### src/rtl/subf_pkg.sv
package subf_pkg;

    localparam int          WORD_W     = 32;
    localparam int          REG_IDX_W  = 5;
    localparam logic [5:0]  PRIMARY_OP = 6'd31;
    localparam logic [8:0]  EXTEND_OP  = 9'd40;

    typedef struct packed {
        logic                   hit;
        logic                   oe;
        logic                   rc;
        logic [REG_IDX_W-1:0]   rd;
        logic [REG_IDX_W-1:0]   ra;
        logic [REG_IDX_W-1:0]   rb;
    } subf_dec_t;

    typedef struct packed {
        logic ov;
        logic so;
        logic ca;
    } stat_bits_t;

    typedef struct packed {
        logic lt;
        logic gt;
        logic eq;
        logic so;
    } cond_t;

    function automatic subf_dec_t crack_word(input logic [WORD_W-1:0] w);
        subf_dec_t d;
        d.hit = (w[31:26] == PRIMARY_OP) && (w[9:1] == EXTEND_OP);
        d.oe  = w[10];
        d.rc  = w[0];
        d.rd  = w[25:21];
        d.ra  = w[20:16];
        d.rb  = w[15:11];
        return d;
    endfunction

endpackage

### src/rtl/subf_decode.sv
module subf_decode
    import subf_pkg::*;
(
    input  logic [WORD_W-1:0] word_i,
    output subf_dec_t         dec_o
);
    always_comb begin
        dec_o = crack_word(word_i);
    end
endmodule

### src/rtl/subf_arith.sv
module subf_arith #(
    parameter int DATA_W = 32
) (
    input  logic [DATA_W-1:0] a_i,
    input  logic [DATA_W-1:0] b_i,
    output logic [DATA_W-1:0] diff_o,
    output logic              ovf_o,
    output logic              neg_o,
    output logic              zero_o
);
    localparam int MSB = DATA_W - 1;

    logic [DATA_W-1:0] a_inv;
    logic [DATA_W-1:0] sum;
    logic [DATA_W-1:0] sign_mix;

    always_comb begin
        a_inv    = ~a_i;
        sum      = a_inv + b_i + {{(DATA_W-1){1'b0}}, 1'b1};
        sign_mix = (a_i ^ b_i) & (b_i ^ sum);
        diff_o   = sum;
        ovf_o    = sign_mix[MSB];
        neg_o    = sum[MSB];
        zero_o   = (sum == '0);
    end

    // independent subtract reference
    always_comb begin
        a_r2_diff_matches : assert (diff_o == b_i - a_i);
    end
endmodule

### src/rtl/subf_status.sv
module subf_status
    import subf_pkg::*;
(
    input  subf_dec_t  dec_i,
    input  logic       ovf_i,
    input  logic       neg_i,
    input  logic       zero_i,
    input  stat_bits_t stat_i,
    output stat_bits_t stat_o,
    output cond_t      cond_o,
    output logic       cond_we_o
);
    logic ov_next;
    logic so_next;

    always_comb begin
        ov_next = stat_i.ov;
        so_next = stat_i.so;
        if (dec_i.hit && dec_i.oe) begin
            ov_next = ovf_i;
            so_next = stat_i.so | ovf_i;
        end
        stat_o.ov = ov_next;
        stat_o.so = so_next;
        stat_o.ca = stat_i.ca;
    end

    always_comb begin
        cond_we_o = dec_i.hit && dec_i.rc;
        cond_o    = '0;
        if (cond_we_o) begin
            cond_o.lt = neg_i;
            cond_o.gt = !neg_i && !zero_i;
            cond_o.eq = zero_i;
            cond_o.so = so_next;
        end
    end

    // summary-overflow never falls while executing
    always_comb begin
        a_r4_so_not_cleared : assert (!(stat_i.so && !stat_o.so));
    end
endmodule

### src/rtl/subf_exec_unit.sv
module subf_exec_unit
    import subf_pkg::*;
#(
    parameter int DATA_W = 32
) (
    input  logic                 clk,
    input  logic                 rst,
    input  logic [31:0]          insn_i,
    input  logic [DATA_W-1:0]    src_a_i,
    input  logic [DATA_W-1:0]    src_b_i,
    input  logic                 ov_i,
    input  logic                 so_i,
    input  logic                 ca_i,
    output logic [4:0]           rd_idx_o,
    output logic [4:0]           src_a_idx_o,
    output logic [4:0]           src_b_idx_o,
    output logic [DATA_W-1:0]    rd_data_o,
    output logic                 rd_we_o,
    output logic                 ov_o,
    output logic                 so_o,
    output logic                 ca_o,
    output logic [3:0]           cr0_o,
    output logic                 cr0_we_o,
    output logic                 illegal_o
);
    subf_dec_t          dec;
    logic [DATA_W-1:0]  diff;
    logic               ovf;
    logic               neg;
    logic               zero;
    stat_bits_t         stat_in;
    stat_bits_t         stat_nx;
    cond_t              cond_nx;
    logic               cond_we_nx;
    logic               past_ok;

    assign stat_in = '{ov: ov_i, so: so_i, ca: ca_i};

    subf_decode u_dec (
        .word_i (insn_i),
        .dec_o  (dec)
    );

    subf_arith #(.DATA_W(DATA_W)) u_alu (
        .a_i    (src_a_i),
        .b_i    (src_b_i),
        .diff_o (diff),
        .ovf_o  (ovf),
        .neg_o  (neg),
        .zero_o (zero)
    );

    subf_status u_stat (
        .dec_i     (dec),
        .ovf_i     (ovf),
        .neg_i     (neg),
        .zero_i    (zero),
        .stat_i    (stat_in),
        .stat_o    (stat_nx),
        .cond_o    (cond_nx),
        .cond_we_o (cond_we_nx)
    );

    always_ff @(posedge clk) begin
        if (rst) begin
            rd_idx_o    <= '0;
            src_a_idx_o <= '0;
            src_b_idx_o <= '0;
            rd_data_o   <= '0;
            rd_we_o     <= 1'b0;
            ov_o        <= 1'b0;
            so_o        <= 1'b0;
            ca_o        <= 1'b0;
            cr0_o       <= '0;
            cr0_we_o    <= 1'b0;
            illegal_o   <= 1'b0;
            past_ok     <= 1'b0;
        end else begin
            rd_idx_o    <= dec.rd;
            src_a_idx_o <= dec.ra;
            src_b_idx_o <= dec.rb;
            rd_data_o   <= dec.hit ? diff : '0;
            rd_we_o     <= dec.hit;
            ov_o        <= stat_nx.ov;
            so_o        <= stat_nx.so;
            ca_o        <= stat_nx.ca;
            cr0_o       <= cond_nx;
            cr0_we_o    <= cond_we_nx;
            illegal_o   <= !dec.hit;
            past_ok     <= 1'b1;
        end
    end

    a_r2_registered_result : assert property (@(posedge clk) disable iff (rst)
        (past_ok && rd_we_o) |-> (rd_data_o == $past(src_b_i) - $past(src_a_i)));

    a_r3_carry_passes : assert property (@(posedge clk) disable iff (rst)
        past_ok |-> (ca_o == $past(ca_i)));

    a_r4_so_sticky : assert property (@(posedge clk) disable iff (rst)
        (past_ok && $past(so_i)) |-> so_o);

    a_r5_status_hold : assert property (@(posedge clk) disable iff (rst)
        (past_ok && !$past(insn_i[10])) |-> (ov_o == $past(ov_i) && so_o == $past(so_i)));

    a_r6_cond_so_copy : assert property (@(posedge clk) disable iff (rst)
        cr0_we_o |-> (cr0_o[0] == so_o));

    a_r6_cond_one_relation : assert property (@(posedge clk) disable iff (rst)
        cr0_we_o |-> ($countones(cr0_o[3:1]) == 1));

    a_r7_no_trap : assert property (@(posedge clk) disable iff (rst)
        (rd_we_o && ov_o) |-> !illegal_o);

    a_r8_illegal_quiet : assert property (@(posedge clk) disable iff (rst)
        illegal_o |-> (!rd_we_o && !cr0_we_o));

    a_r1_strobe_excl : assert property (@(posedge clk) disable iff (rst)
        past_ok |-> $onehot({rd_we_o, illegal_o}));
endmodule

### config.mk
export PLATFORM = sky130hd
export DESIGN_NAME = subf_exec_unit
export DESIGN_NICKNAME = d
export VERILOG_FILES = /design/src/rtl/subf_pkg.sv /design/src/rtl/subf_decode.sv /design/src/rtl/subf_arith.sv /design/src/rtl/subf_status.sv /design/src/rtl/subf_exec_unit.sv
export SDC_FILE = /design/constraint.sdc
export NUM_CORES = 1
export LEC_CHECK = 0
export BUFFER_PORTS_ARGS = -buffer_cell sky130_fd_sc_hd__buf_2
export CORE_ASPECT_RATIO = 1.2
export CORE_MARGIN = 2
export CORE_UTILIZATION = 40
export DETAILED_ROUTE_END_ITERATION = 12
export GPL_TIMING_DRIVEN = 0
export PLACE_DENSITY = 0.68
export SYNTH_ARGS = -nofsm -noshare
export SYNTH_HDL_FRONTEND = slang
export SYNTH_HIERARCHICAL = 1
export SYNTH_SLANG_ARGS = --single-unit
### constraint.sdc
create_clock -name clk -period 9 [get_ports clk]
set_input_delay 1.35 -clock clk [delete_from_list [all_inputs] [get_ports clk]]
set_output_delay 1.35 -clock clk [all_outputs]
set_load 0.02 [all_outputs]
==> impl_metrics.tcl <==
set metrics [dict create \
    status "completed" \
    end_kind "register" \
    cts_tree "yes" \
    gr-usage-met2_pct 33.4 \
    synth-edff-count 0 \
    fillers 960 \
    setup_violations 0 \
    period_needed_ps 4460 \
    max_stage_delay_ps 490 \
    vdd_drop_max_mv 0.0751 \
    drv_cap 0 \
    synth-seq-cells 57 \
    rsz0062_at_grt "no" \
    area_growth_pct 28.5 \
    layout.nets 753 \
    mostFrequentLayoutCells "145 x buf_2, 57 x dfxtp_1, 39 x inv_1" \
    async_reset_ff_share_pct 0 \
    die-area_um2 11000 \
    wl_per_cell_um 13.3 \
    die_height_um 114 \
    vias 3836 \
    final_common_cell "buf_2" \
    synth_area_um2 4060 \
    initial_core_util_pct 40.7 \
    min_delay_path_depth 2 \
    yosysSeqAreaShare_pct 28.1 \
    finalMaxSlewViolations 0 \
    path_clk_slew_ps 50 \
    worst_pin_slew_ps 724 \
    finalSetupTns_ps 0 \
    row_count 40 \
    grtUsageMet1_pct 21.0 \
    portBuffers 138 \
    totalWireLength_mm 10.0 \
    numClockSinks 57 \
    dr.first_iter.drc_count 157 \
    gp_congestion 0.877 \
    track_usage_pct 18.7 \
    dp.cells 735 \
    worstSetupStartpointType "input port" \
    slew_headroom_pct 51.5 \
    fp.dieW_um 95.9 \
    io_pins 158 \
    core_um2 9960 \
    holdCritStartpoint "insn_i[13]" \
    cellLeakagePower_nw 2.73 \
    fin_cells 751 \
    crit_type "input port to register" \
    top_usage_layer "met2" \
    post_cts_buffers 0 \
    cp.arrival_ps 4710 \
    power.density_nw_per_um2 154 \
    drc 0 \
    hp-class "input port to register" \
    detail-route-antenna-nets 0 \
    diodes 0 \
    first_global_vias 3671 \
    synthesis.nets 604 \
    htreeDepth 3 \
    hold_violations 0 \
    crit_path_top_delay_cell "a211oi_2" \
    met3_usage_pct 4.54 \
    cts_buffers 9 \
    grt_pass1_wl_mm 16.4 \
    fmax_ghz 0.224 \
    hpwl_mm 8.33 \
    cts_resized 0 \
    grt_max_degree 13 \
    antenna_found_initial 0 \
    routed_via_density 5.11 \
    synth.distinct_cells 71 \
    crit_fanout 5 \
    root_buffer "clkbuf_16" \
    crit_required_ps 9260 \
    yosysWarnings 6 \
    holdPathEnd "src_b_idx_o[2]$_SDFF_PP0_" \
    grt-ovfl-total 0 \
    drive_above_1_share_pct 33.9 \
    netlist_instances 471 \
    timing.critical_path.cells "buf_2 > inv_1 > ha_1 > fa_1 > nor2b_1 > o2111ai_2 > a211oi_2 > o31ai_1 > a222oi_1 > o2111ai_1 > nor4_2 > nand4b_1 > nor4b_2 > and3_1 > nor2b_1" \
    ys.flop_type "dfxtp_1" \
    hold_buffers 0 \
    crit_path_frequent_cell "nor2b_1" \
    syn_area_per_cell_um2 8.61 \
    firstDrtPassIters 4 \
    clock_path_buffers 2 \
    post-route-period-util_pct 49.5 \
]
area by class of cell:
class | count | area, µm² | area share, %
inverter | 39 | 146 | 2.81
tap | 126 | 158 | 3.02
timing repair buffer | 138 | 691 | 13.2
clock inverter | 2 | 35.0 | 0.672
sequential | 57 | 1140 | 21.9
clock buffer | 14 | 274 | 5.26
buffer | 38 | 258 | 4.94
multi-input combinational | 337 | 2510 | 48.2
report_power, final:
part | internal, mW | switching [mW] | leakage [nW]
Sequential | 0.258 | 0.000970 | 0.464
Clock | 0.235 | 0.102 | 0.153
Combinational | 0.0929 | 0.111 | 2.11
sequential cells by signal, summed over array words and instances, names as in the netlist:
register,cells
src_b_idx_o,5
cr0_we_o,1
src_a_idx_o,5
rd_data_o,32
so_o,1
rd_idx_o,5
rd_we_o,1
cr0_o,4
illegal_o,1
ov_o,1
ca_o,1
worst max-delay path, delay by kind of cell:
family / cells / cell delay (ps)
and+or+nand+nor: 6 / 1190
buffers and inverters: 2 / 120
AOI/OAI and AO/OA: 5 / 1420
adders and majority gates: 2 / 630
through the flow:
stage                     power (mW)  area, µm²  utilization (%)  setup WS [ps]  hold slack [ps]
after floorplan                0.414       4060                -           4870             1560
after global placement         0.464       4900             49.2           4300             1570
after detailed placement       0.467       4900             49.2           4200             1570
after CTS                      0.808       5210             52.3           4530             1230
after global routing           0.847       5210             52.3           4210             1230
final                          0.801       5210             52.3           4540             1240
how the worst max path moves through the flow:
stage	slack, ps	to	cells after the start	startpoint
2_1_floorplan	4870	cr0_o[1]$_SDFF_PP0_	14	src_b_i[0]
3_3_place_gp	4300	cr0_o[1]$_SDFF_PP0_	14	src_a_i[0]
3_5_place_dp	4200	cr0_o[1]$_SDFF_PP0_	15	src_b_i[0]
4_1_cts	4530	cr0_o[1]$_SDFF_PP0_	15	src_b_i[0]
5_1_grt	4210	cr0_o[1]$_SDFF_PP0_	15	src_b_i[0]
6_report	4540	cr0_o[1]$_SDFF_PP0_	15	src_b_i[0]
synthesized netlist by cell type (4+ instances only):
cell,number,share of area (%)
a211o_1,5,1.1
a211oi_1,6,1.1
a21o_1,8,1.5
a21oi_1,30,3.7
and2_1,6,0.93
and3_1,6,0.93
and3b_1,32,6.9
buf_2,7,0.86
buf_4,21,3.9
clkbuf_1,5,0.46
dfxtp_1,57,28
ha_1,31,9.6
inv_1,39,3.6
nand2_1,22,2.0
nand2b_1,4,0.62
nand3_1,5,0.62
nand4_1,4,0.62
nor2_1,25,2.3
nor2b_1,21,3.2
nor2b_2,6,1.3
nor3_1,11,1.4
o211ai_1,9,1.7
o21a_1,8,1.5
o21ai_0,14,1.7
o21bai_1,5,0.93
o31ai_1,4,0.74
or3_1,7,1.1
xnor2_1,13,2.8
xor2_1,4,0.86
routing by layer:
metal,vias up,routed length (µm)
li1,1962,-
met1,1717,4120
met2,136,4960
met3,21,707
met4,0,218
met5,-,0
cells by family (layout without fill, tap and decap cells):
| kind of cell | after synthesis | count (layout) | share of synthesized area (%) |
|---|---|---|---|
| simple gates | 169 | 169 | 26.5 |
| compound gates | 118 | 118 | 21.3 |
| buf+inv | 77 | 231 | 9.96 |
| flops | 57 | 57 | 28.1 |
| fa+ha+maj | 32 | 32 | 10.1 |
| xor+xnor | 17 | 17 | 3.67 |
| mux | 1 | 1 | 0.370 |
No activity file was read; power rests on OpenSTA's default activity.
